<file path="config.mk">
export PLATFORM = sky130hd
export DESIGN_NAME = acpi_pm_regs
export DESIGN_NICKNAME = d
export VERILOG_FILES = /design/src/rtl/acpi_pm_pkg.sv /design/src/rtl/acpi_pm_decode.sv /design/src/rtl/acpi_pm_evt.sv /design/src/rtl/acpi_pm_ctl.sv /design/src/rtl/acpi_pm_regs.sv
export SDC_FILE = /design/constraint.sdc
export NUM_CORES = 1
export LEC_CHECK = 0
export ABC_AREA = 1
export CORE_AREA = 2 2 74 76
export CTS_CLUSTER_DIAMETER = 200
export DETAILED_ROUTE_END_ITERATION = 7
export DIE_AREA = 0 0 76 78
export MAX_ROUTING_LAYER = met4
export PLACE_DENSITY_LB_ADDON = 0.25
export SLEW_MARGIN = 25
export SYNTH_ARGS = -nofsm -noshare
export SYNTH_HDL_FRONTEND = slang
export SYNTH_SLANG_ARGS = --single-unit
</file>
<file path="constraint.sdc">
create_clock -name clk -period 2.55 [get_ports clk]
set_input_delay 0.765 -clock clk [delete_from_list [all_inputs] [get_ports clk]]
set_output_delay 0.765 -clock clk [all_outputs]
set_load 0.005 [all_outputs]
</file>
<file path="src/rtl/acpi_pm_pkg.sv">
`timescale 1ns/1ps
package acpi_pm_pkg;
   localparam int REG_W = 16;

   // event status bits that software may clear (write one to clear)
   localparam logic [REG_W-1:0] STS_CLR_MASK = 16'h8710;
   // event enable bits that are stored
   localparam logic [REG_W-1:0] EN_KEEP_MASK = 16'h0520;
   // event bits able to raise the interrupt
   localparam logic [REG_W-1:0] SCI_SRC_MASK = 16'h0721;
   // control bits always stored as zero (sleep enable plus reserved)
   localparam logic [REG_W-1:0] CTL_ZERO_MASK = 16'hE003;

   localparam int PWRBTN_BIT  = 8;
   localparam int SCI_EN_BIT  = 0;
   localparam int SLP_EN_BIT  = 13;
   localparam int SLP_TYP_LO  = 10;
   localparam int SLP_TYP_HI  = 12;
   localparam logic [2:0] SLP_TYP_OFF = 3'd5;
   localparam int RST_GO_BIT  = 2;

   typedef enum logic [2:0] {
      SEL_NONE, SEL_STS, SEL_EN, SEL_CTL, SEL_GSTS, SEL_GEN, SEL_CMD, SEL_RST
   } reg_sel_e;
endpackage

</file>
<file path="src/rtl/acpi_pm_decode.sv">
`timescale 1ns/1ps
module acpi_pm_decode
   import acpi_pm_pkg::*;
#(
   parameter int unsigned          ADDR_W   = 8,
   parameter logic [ADDR_W-1:0]    STS_OFS  = 'h00,
   parameter logic [ADDR_W-1:0]    EN_OFS   = 'h02,
   parameter logic [ADDR_W-1:0]    CTL_OFS  = 'h04,
   parameter logic [ADDR_W-1:0]    GSTS_OFS = 'h08,
   parameter logic [ADDR_W-1:0]    GEN_OFS  = 'h09,
   parameter logic [ADDR_W-1:0]    CMD_OFS  = 'h0A,
   parameter logic [ADDR_W-1:0]    RST_OFS  = 'h0F
) (
   input  logic [ADDR_W-1:0] addr,
   input  logic [2:0]        size,
   output reg_sel_e          sel,
   output logic              size_ok
);
   always_comb begin
      sel = SEL_NONE;
      if (addr == STS_OFS)  sel = SEL_STS;
      if (addr == EN_OFS)   sel = SEL_EN;
      if (addr == CTL_OFS)  sel = SEL_CTL;
      if (addr == GSTS_OFS) sel = SEL_GSTS;
      if (addr == GEN_OFS)  sel = SEL_GEN;
      if (addr == CMD_OFS)  sel = SEL_CMD;
      if (addr == RST_OFS)  sel = SEL_RST;
   end

   always_comb begin
      unique case (sel)
         SEL_STS, SEL_EN, SEL_CTL: size_ok = (size == 3'd2);
         SEL_NONE:                 size_ok = 1'b1;
         default:                  size_ok = (size == 3'd1);
      endcase
   end
endmodule

</file>
<file path="src/rtl/acpi_pm_evt.sv">
`timescale 1ns/1ps
module acpi_pm_evt
   import acpi_pm_pkg::*;
#(
   parameter int unsigned GPE_W         = 8,
   parameter int unsigned GPE_VALID_IDX = 0
) (
   input  logic             clk,
   input  logic             rst_n,
   input  logic             wr_sts,
   input  logic             wr_en,
   input  logic             wr_gsts,
   input  logic             wr_gen,
   input  logic [REG_W-1:0] wdata,
   input  logic             pwrbtn_evt,
   input  logic [GPE_W-1:0] gpe_raise,
   output logic [REG_W-1:0] sts_q,
   output logic [REG_W-1:0] en_q,
   output logic [GPE_W-1:0] gsts_q,
   output logic [GPE_W-1:0] gen_q,
   output logic             sci
);
   logic [GPE_W-1:0] gpe_valid;
   for (genvar i = 0; i < GPE_W; i++) begin : g_valid
      assign gpe_valid[i] = (i == GPE_VALID_IDX);
   end

   logic [REG_W-1:0] sts_d;
   logic [GPE_W-1:0] gsts_d;

   always_comb begin
      sts_d = sts_q;
      if (wr_sts) sts_d = sts_d & ~(wdata & STS_CLR_MASK);
      if (pwrbtn_evt) sts_d[PWRBTN_BIT] = 1'b1;
   end

   always_comb begin
      gsts_d = gsts_q;
      if (wr_gsts) gsts_d = gsts_d & ~(wdata[GPE_W-1:0] & gpe_valid);
      gsts_d = gsts_d | (gpe_raise & gpe_valid);
   end

   always_ff @(posedge clk) begin
      if (!rst_n) begin
         sts_q  <= '0;
         en_q   <= '0;
         gsts_q <= '0;
         gen_q  <= '0;
      end else begin
         sts_q  <= sts_d;
         gsts_q <= gsts_d;
         if (wr_en)  en_q  <= wdata & EN_KEEP_MASK;
         if (wr_gen) gen_q <= wdata[GPE_W-1:0] & gpe_valid;
      end
   end

   assign sci = (|(sts_q & en_q & SCI_SRC_MASK)) | (|(gsts_q & gen_q));
endmodule

</file>
<file path="src/rtl/acpi_pm_ctl.sv">
`timescale 1ns/1ps
module acpi_pm_ctl
   import acpi_pm_pkg::*;
#(
   parameter logic [7:0] SMI_ON  = 8'hA0,
   parameter logic [7:0] SMI_OFF = 8'hA1
) (
   input  logic             clk,
   input  logic             rst_n,
   input  logic             wr_ctl,
   input  logic             wr_cmd,
   input  logic             wr_rst,
   input  logic [REG_W-1:0] wdata,
   output logic [REG_W-1:0] ctl_q,
   output logic [7:0]       rst_q,
   output logic             poweroff_pulse,
   output logic             reset_pulse
);
   logic sleep_off_req;
   assign sleep_off_req = wdata[SLP_EN_BIT] &&
                          (wdata[SLP_TYP_HI:SLP_TYP_LO] == SLP_TYP_OFF);

   always_ff @(posedge clk) begin
      if (!rst_n) begin
         ctl_q          <= '0;
         rst_q          <= '0;
         poweroff_pulse <= 1'b0;
         reset_pulse    <= 1'b0;
      end else begin
         if (wr_ctl) begin
            ctl_q <= (wdata & ~CTL_ZERO_MASK) |
                     (ctl_q & (REG_W'(1) << SCI_EN_BIT));
         end else if (wr_cmd) begin
            if (wdata[7:0] == SMI_ON)       ctl_q[SCI_EN_BIT] <= 1'b1;
            else if (wdata[7:0] == SMI_OFF) ctl_q[SCI_EN_BIT] <= 1'b0;
         end
         if (wr_rst) rst_q <= wdata[7:0];
         poweroff_pulse <= wr_ctl && sleep_off_req;
         reset_pulse    <= wr_rst && wdata[RST_GO_BIT];
      end
   end
endmodule

</file>
<file path="src/rtl/acpi_pm_regs.sv">
`timescale 1ns/1ps
module acpi_pm_regs
   import acpi_pm_pkg::*;
#(
   parameter int unsigned          ADDR_W        = 8,
   parameter int unsigned          GPE_W         = 8,
   parameter int unsigned          GPE_VALID_IDX = 0,
   parameter logic [7:0]           SMI_ON        = 8'hA0,
   parameter logic [7:0]           SMI_OFF       = 8'hA1,
   parameter logic [ADDR_W-1:0]    STS_OFS       = 'h00,
   parameter logic [ADDR_W-1:0]    EN_OFS        = 'h02,
   parameter logic [ADDR_W-1:0]    CTL_OFS       = 'h04,
   parameter logic [ADDR_W-1:0]    GSTS_OFS      = 'h08,
   parameter logic [ADDR_W-1:0]    GEN_OFS       = 'h09,
   parameter logic [ADDR_W-1:0]    CMD_OFS       = 'h0A,
   parameter logic [ADDR_W-1:0]    RST_OFS       = 'h0F
) (
   input  logic              clk,
   input  logic              rst_n,
   input  logic              bus_valid,
   input  logic              bus_write,
   input  logic [ADDR_W-1:0] bus_addr,
   input  logic [2:0]        bus_size,
   input  logic [15:0]       bus_wdata,
   output logic              bus_ready,
   output logic              bus_err,
   output logic [15:0]       bus_rdata,
   input  logic              pwrbtn_evt,
   input  logic [GPE_W-1:0]  gpe_raise,
   output logic              sci,
   output logic              poweroff_pulse,
   output logic              reset_pulse
);
   localparam int N_OFS = 7;
   localparam logic [ADDR_W-1:0] OFS_LIST [N_OFS] =
      '{STS_OFS, EN_OFS, CTL_OFS, GSTS_OFS, GEN_OFS, CMD_OFS, RST_OFS};

   // elaboration-time parameter checks
   for (genvar i = 0; i < N_OFS; i++) begin : g_ofs_i
      for (genvar j = i + 1; j < N_OFS; j++) begin : g_ofs_j
         if (OFS_LIST[i] == OFS_LIST[j]) begin : g_clash
            $error("acpi_pm_regs: register offsets collide");
         end
      end
   end
   if (GPE_W < 1 || GPE_W > 8) begin : g_bad_gpe_w
      $error("acpi_pm_regs: GPE_W must be 1..8");
   end
   if (GPE_VALID_IDX >= GPE_W) begin : g_bad_gpe_idx
      $error("acpi_pm_regs: GPE_VALID_IDX out of range");
   end
   if (SMI_ON == SMI_OFF) begin : g_bad_smi
      $error("acpi_pm_regs: command codes must differ");
   end

   reg_sel_e sel;
   logic     size_ok;

   acpi_pm_decode #(
      .ADDR_W(ADDR_W), .STS_OFS(STS_OFS), .EN_OFS(EN_OFS), .CTL_OFS(CTL_OFS),
      .GSTS_OFS(GSTS_OFS), .GEN_OFS(GEN_OFS), .CMD_OFS(CMD_OFS), .RST_OFS(RST_OFS)
   ) u_decode (
      .addr(bus_addr), .size(bus_size), .sel(sel), .size_ok(size_ok)
   );

   logic wr_ok;
   assign wr_ok = bus_valid && bus_write && size_ok;

   logic [REG_W-1:0] sts_q, en_q, ctl_q;
   logic [GPE_W-1:0] gsts_q, gen_q;
   logic [7:0]       rst_q;

   acpi_pm_evt #(.GPE_W(GPE_W), .GPE_VALID_IDX(GPE_VALID_IDX)) u_evt (
      .clk(clk), .rst_n(rst_n),
      .wr_sts(wr_ok && sel == SEL_STS), .wr_en(wr_ok && sel == SEL_EN),
      .wr_gsts(wr_ok && sel == SEL_GSTS), .wr_gen(wr_ok && sel == SEL_GEN),
      .wdata(bus_wdata), .pwrbtn_evt(pwrbtn_evt), .gpe_raise(gpe_raise),
      .sts_q(sts_q), .en_q(en_q), .gsts_q(gsts_q), .gen_q(gen_q), .sci(sci)
   );

   acpi_pm_ctl #(.SMI_ON(SMI_ON), .SMI_OFF(SMI_OFF)) u_ctl (
      .clk(clk), .rst_n(rst_n),
      .wr_ctl(wr_ok && sel == SEL_CTL), .wr_cmd(wr_ok && sel == SEL_CMD),
      .wr_rst(wr_ok && sel == SEL_RST), .wdata(bus_wdata),
      .ctl_q(ctl_q), .rst_q(rst_q),
      .poweroff_pulse(poweroff_pulse), .reset_pulse(reset_pulse)
   );

   logic [15:0] rd_mux;
   always_comb begin
      unique case (sel)
         SEL_STS:  rd_mux = sts_q;
         SEL_EN:   rd_mux = en_q;
         SEL_CTL:  rd_mux = ctl_q;
         SEL_GSTS: rd_mux = 16'(gsts_q);
         SEL_GEN:  rd_mux = 16'(gen_q);
         SEL_CMD:  rd_mux = 16'h00FF;
         SEL_RST:  rd_mux = 16'(rst_q);
         default:  rd_mux = 16'hFFFF;
      endcase
   end

   always_ff @(posedge clk) begin
      if (!rst_n) begin
         bus_ready <= 1'b0;
         bus_err   <= 1'b0;
         bus_rdata <= '0;
      end else begin
         bus_ready <= bus_valid;
         bus_err   <= bus_valid && !size_ok;
         bus_rdata <= (bus_valid && !bus_write && size_ok) ? rd_mux : '0;
      end
   end
endmodule

</file>
After elaboration in Yosys (flattened, before gate mapping)
Index checks and enable logic that the tools add are counted.
- equality and inequality tests: 18
- multiplexer cells: 16
- bitwise operators: 9
- reductions and logical operators: 27
- operator list (cell ; number):
    16-bit case mux with 7 select lines ; 1
    8-bit by 4-bit == test with 1-bit output (second input constant) ; 4
    16-bit AND ; 1
    8-bit == test (second input constant) ; 2
    16-bit inverter ; 1
    3-bit == test (second input constant) ; 5
    1-bit logical AND ; 15
    13-bit by 1-bit OR with 13-bit output ; 1
    3-bit two-way mux ; 4
    11-bit AND ; 1
    3-bit by 2-bit == test with 1-bit output (second input constant) ; 3
    9-bit two-way mux ; 1
    8-bit by 1-bit AND with 8-bit output ; 1
    8-bit AND ; 1
    8-bit by 2-bit == test with 1-bit output (second input constant) ; 1
    8-bit by 3-bit == test with 1-bit output (second input constant) ; 1
    8-bit logical NOT ; 1
    8-bit two-way mux ; 1
    1-bit inverter with 8-bit output ; 1
    8-bit by 1-bit OR with 8-bit output ; 1
    8-bit OR reduction ; 1
    3-bit by 1-bit == test with 1-bit output (second input constant) ; 2
    1-bit two-way mux ; 6
    5-bit OR reduction ; 1
    other kinds (9) ; 13
- register bits after elaboration: 72
- input bits: 40
- output and inout port bits: 21
- word-level logic and storage cells: 83

Depth between registers and ports, before layout
- word-level depth: 15
- depth in mapped cells: 14
- depth with buffers taken out: 13

Modules after synthesis
Synthesis repeated with hierarchy kept, for this count alone.
- cells, all modules: 440
- area total of the unflattened synthesis: 3178.0 um2
- by module, submodules not included (module ; instances ; cells each ; area an instance (um2) ; seq. area each (um2)):
    acpi_pm_regs ; 1 ; 203 ; 1447.6 ; 360.3
    acpi_pm_ctl ; 1 ; 105 ; 884.6 ; 440.4
    acpi_pm_evt ; 1 ; 85 ; 641.9 ; 200.2
    acpi_pm_decode ; 1 ; 47 ; 203.9 ; 0.0

Least setup slack after synthesis
No wires, ideal clock.
- kind: input port to flip-flop
- from: input bus_addr[6]
- to: register u_ctl.rst_q[2]
- library setup time: 0.117 ns
- data arrival time: 1.994 ns
- data required time: 2.433 ns
- setup slack: 0.439 ns
- stages: 12
- buffers on the path: 2
- path through: inv_1 nand2_1 nor2_4 nand2_1 nand3_1 or2_1 buf_6 a21oi_4 buf_6 nand2_2 nand3_1 o21ai_1
- cells in the longest elaborated chain, start to end: 13
- elaborated cells between the ends (all ways): 23
- classes of those cells: eq/ne: 10; mux: 8; reduce/logical: 5
- RTL lines (item ; RTL line ; source):
    start, declared ; acpi_pm_regs.sv:22 ; input logic [ADDR_W-1:0] bus_addr,
    8-bit logical NOT ; acpi_pm_decode.sv:21 ; if (addr == STS_OFS) sel = SEL_STS;
    1-bit two-way mux ; acpi_pm_decode.sv:21 ;
    2-bit two-way mux ; acpi_pm_decode.sv:22 ; if (addr == EN_OFS) sel = SEL_EN;
    2-bit two-way mux ; acpi_pm_decode.sv:23 ; if (addr == CTL_OFS) sel = SEL_CTL;
    3-bit two-way mux ; acpi_pm_decode.sv:24 ; if (addr == GSTS_OFS) sel = SEL_GSTS;
    3-bit two-way mux ; acpi_pm_decode.sv:25 ; if (addr == GEN_OFS) sel = SEL_GEN;
    3-bit two-way mux ; acpi_pm_decode.sv:26 ; if (addr == CMD_OFS) sel = SEL_CMD;
    3-bit two-way mux (*) ; acpi_pm_decode.sv:27 ; if (addr == RST_OFS) sel = SEL_RST;
    3-bit by 1-bit == test with 1-bit output or 3-bit by 2-bit == test with 1-bit output (tied branches) ; acpi_pm_decode.sv:31 ; unique case (sel)
    3-bit OR reduction ; acpi_pm_decode.sv:31 ;
    1-bit case mux with 2 select lines ; acpi_pm_decode.sv:31 ;
    1-bit logical AND ; acpi_pm_regs.sv:67 ; assign wr_ok = bus_valid && bus_write && size_ok;
    1-bit logical AND (*) ; acpi_pm_regs.sv:84 ; .wr_rst(wr_ok && sel == SEL_RST), .wdata(bus_wdata),
    end signal, assigned ; acpi_pm_ctl.sv:37 ; if (wr_rst) rst_q <= wdata[7:0];
    end, declared ; acpi_pm_ctl.sv:15 ; output logic [7:0] rst_q,
Mark *: on every way between the ends. The rest lies on a longest branch, timed or not.
A chain may end at the register's enable or synchronous reset.

Worst setup path in the final report
- from: input bus_addr[4]
- to: register u_ctl.rst_q[2]
Same word-level chain as after synthesis.

==> key figures <==
Drt
  – # DRC: 0
  – Via density per instance: 4.89
  – Initial DRC count: 158
  – 1st-pass router iterations: 4
  – Routed via count: 2150
  – Total length of routed wires: 5.17 mm
  – Routed Antenna Nets: 0
  – Wirelength per Cell: 11.8 um

Floorplanning
  – IO Pins: 61
  – Die area: 0.00593 mm2
  – Core ar.: 0.00504 mm2
  – Effective utilization at floorplan: 0.420
  – Chip Width: 76 um
  – Die height: 78 um
  – Number of standard-cell rows in the floorplan: 26

Clock tree
  – Clock tree from TritonCTS: yes
  – Number of H-tree levels: 2
  – Clock latency on the worst-skew pair: 0.30 ns
  – TritonCTS Sinks: 49
  – Number of buffers added to fix hold violations after cts: 0
  – Clock Tree Buf Depth: 2
  – Clk root buf: clkbuf_8
  – Clock-pin transition on the worst setup and hold timing paths: 0.08 ns
  – TritonCTS Buffers: 5

Placement
  – # port buffers: 52
  – GPL Wtd Cong: 0.838
  – Post-detail-place hpwl: 3.80 mm
  – Post-Place Worst Slack: -0.177 ns

Critical path
  – Reg2reg end: bus_rdata[0]
  – Critical Path End: u_ctl.rst_q[2]
  – Launching element of the worst setup path: bus_addr[4]
  – Sum of buffers and inverters on the critical path: 4
  – Worst-path cell chain: clkdlybuf4s50_1 > inv_1 > nand2_1 > nor2_4 > buf_4 > nand2_1 > nand3_1 > or2_4 > a21oi_4 > buf_4 > nand2_2 > nand3_1 > o21ai_1
  – Number of cell instances on the worst register-to-register path: 4
  – Cell with the largest stage delay on the worst path: clkdlybuf4s50_1
  – Launch instance of the worst register-to-register path: u_evt.gen_q[0]
  – Category of the worst setup path launch point: input port
  – WP data arrival: 2.59 ns
  – Top delay family on crit path: buffers and inverters
  – Largest incremental delay on the critical path: 0.46 ns
  – Maximum fanout encountered on the critical timing path: 11
  – Endpoint kind of the worst setup timing path: flip-flop
  – R2R Setup Slk: 1.75 ns
  – Req. time, crit path: 2.74 ns
  – Number of logic stages on the critical path including buffering: 13
  – Setup CP Type: in2reg

Timing
  – Setup TNS Final: 0 ns
  – Transition time at the pin with the least slew margin: 0.309 ns
  – Slew Viols, Final: 0
  – Achievable clock frequency: 417 MHz
  – Clock skew after layout: 0.00516 ns
  – Fin crit share: 0.940
  – Time the final worst path needs with I/O delays and setup: 2.40 ns
  – RSZ-0062 raised after global routing: true
  – Final number of hold-violating endpoints: 0
  – Relative slew margins: 0.794
  – Final setup margin: 0.152 ns
  – Finish-stage setup viols: 0

Power and ir drop
  – Combinational share of power: 0.116
  – Switching power of the nets: 323 uW
  – Part of the power in the clock network: 0.341
  – Peak supply drop: 0.388 mV
  – Leakage component of the power: 1.22 nW
  – Switching part of the total power: 0.224
  – Sequential group share of total power: 0.543
  – Cell-internal power: 1.12 mW
  – Ratio of total power to cell area: 481 mW/mm2

Job
  – Reported max-cap violation count: 0

GRT
  – Wire length of the first global-routing pass: 9.15 mm
  – Aggregate global routing overflow: 0
  – Via count of the first global-routing pass: 2061
  – Pin count of the biggest net entering global routing: 15
  – Initial antenna violation count: 0
  – Total routing resource utilization after global routing: 0.192

Cells and area
  – Multi-input combinational cell area: 941 um2
  – Sequential cell area in the final layout: 981 um2
  – Antenna diode count: 0
  – Fill cells: 475
  – Share of cells above drive strength 1: 0.143
  – Most frequent standard cell in the layout excluding fill and tap cells: nand2_1
  – Nets: 409
  – Layout overhead on the synthesized area: 41.5%
  – Commonest cells after routing, fill and taps aside: nand2_1, clkdlybuf4s50_1, dfxtp_1

Synthesis
  – Count of cell types in the netlist: 24
  – Synth Area per Inst: 7.28 um2
  – Post-synthesis sequential element count: 49
  – Synth Cell Area: 0.00212 mm2
  – Yosys warnings: 0
  – Post-Syn Instances: 291
  – Syn Nets: 331
  – Sequential share of the synthesized area: 0.463

Status
  – Result of the run: finished, final reports clean

Hold path
  – Type of the worst min-delay path: reg2reg
  – Hold path depth: 2
per-layer routing:
| metal | wire, um | global-route usage | vias to the layer above | part of all wire |
|---|---|---|---|---|
| met5 | 0 | - | - | 0 |
| met4 | 46 | 0.0618 | 0 | 0.0089 |
| met3 | 318 | 0.0395 | 7 | 0.061 |
| met2 | 2380 | 0.306 | 69 | 0.46 |
| met1 | 2430 | 0.246 | 965 | 0.47 |
| li1 | - | - | 1109 | - |
sequential cells by signal, summed over array words and instances (netlist names):
signal,flops
bus_rdata,15
u_ctl.poweroff_pulse,1
bus_ready,1
u_evt.gsts_q,1
u_evt.en_q,3
u_evt.gen_q,1
bus_err,1
u_ctl.reset_pulse,1
u_evt.sts_q,5
u_ctl.rst_q,8
u_ctl.ctl_q,12
worst reg2reg max path, cell delays in order (launching register included):
cell and delay, ns:
dfxtp_1 0.33, inv_1 0.05, o22ai_1 0.07, nor3_1 0.18, nor2_1 0.06
per-stage QoR:
step	hold slack (ns)	power (mW)	cells	area, um2	util
after floorplan	0.412	0.859	291	2120	-
after detailed placement	0.422	0.966	430	2870	0.569
after CTS	0.433	1.44	438	2970	0.590
after global routing	0.463	1.49	440	3000	0.594
after global placement	0.420	0.965	430	2870	0.569
final	0.431	1.44	440	3000	0.594
synth_stat cells (all sizes together):
cell	instances	area, um2
a31oi	6	37.5
dfxtp	49	981
or2	1	6.26
o21ai	2	10.0
a22oi	3	22.5
a21oi	43	226
nor3	4	20.0
clkinv	2	7.51
nand4	6	37.5
nand2	75	297
clkbuf	3	11.3
nand3	34	175
buf	9	72.6
inv	29	109
o22ai	1	6.26
nor2	24	97.6
area by class of cell:
class,instances,share of cell area
Clock buffer,7,0.0322
Clock inverter,1,0.00167
Inverter,31,0.0388
Sequential cell,49,0.327
Timing Repair Buffer,83,0.257
Tap cell,70,0.0292
Multi-Input combinational cell,199,0.314
power by group through the flow:
stage               combinational, mW  clock, mW  sequential, mW
floorplan                      0.0576          0           0.802
global placement                0.165          0           0.800
detailed placement              0.165          0           0.800
CTS                             0.166      0.495           0.782
global route                    0.183      0.522           0.784
finish                          0.168      0.491           0.782
worst min path at each step:
stage                               from              to  slack, ns
final                     u_evt.sts_q[4]  u_evt.sts_q[4]       0.43
after global routing      u_evt.sts_q[9]  u_evt.sts_q[9]       0.46
after CTS                 u_evt.sts_q[4]  u_evt.sts_q[4]       0.43
after detailed placement  u_evt.sts_q[4]  u_evt.sts_q[4]       0.42
after global placement    u_evt.sts_q[9]  u_evt.sts_q[9]       0.42
after floorplan           u_evt.sts_q[4]  u_evt.sts_q[4]       0.41
kinds of logic after synthesis:
logic type | share of synthesized area
buffers and inverters | 0.0946
AND/OR/NAND/NOR | 0.299
AO/OA/AOI/OAI | 0.143
flip-flops | 0.463
repair_timing:
item / in CTS / in global routing
resized for setup: 0 / 3
endpoints found under the setup margin: 0 / 21
setup buffers: 0 / 2
No activity file was read; power rests on OpenSTA's default activity.
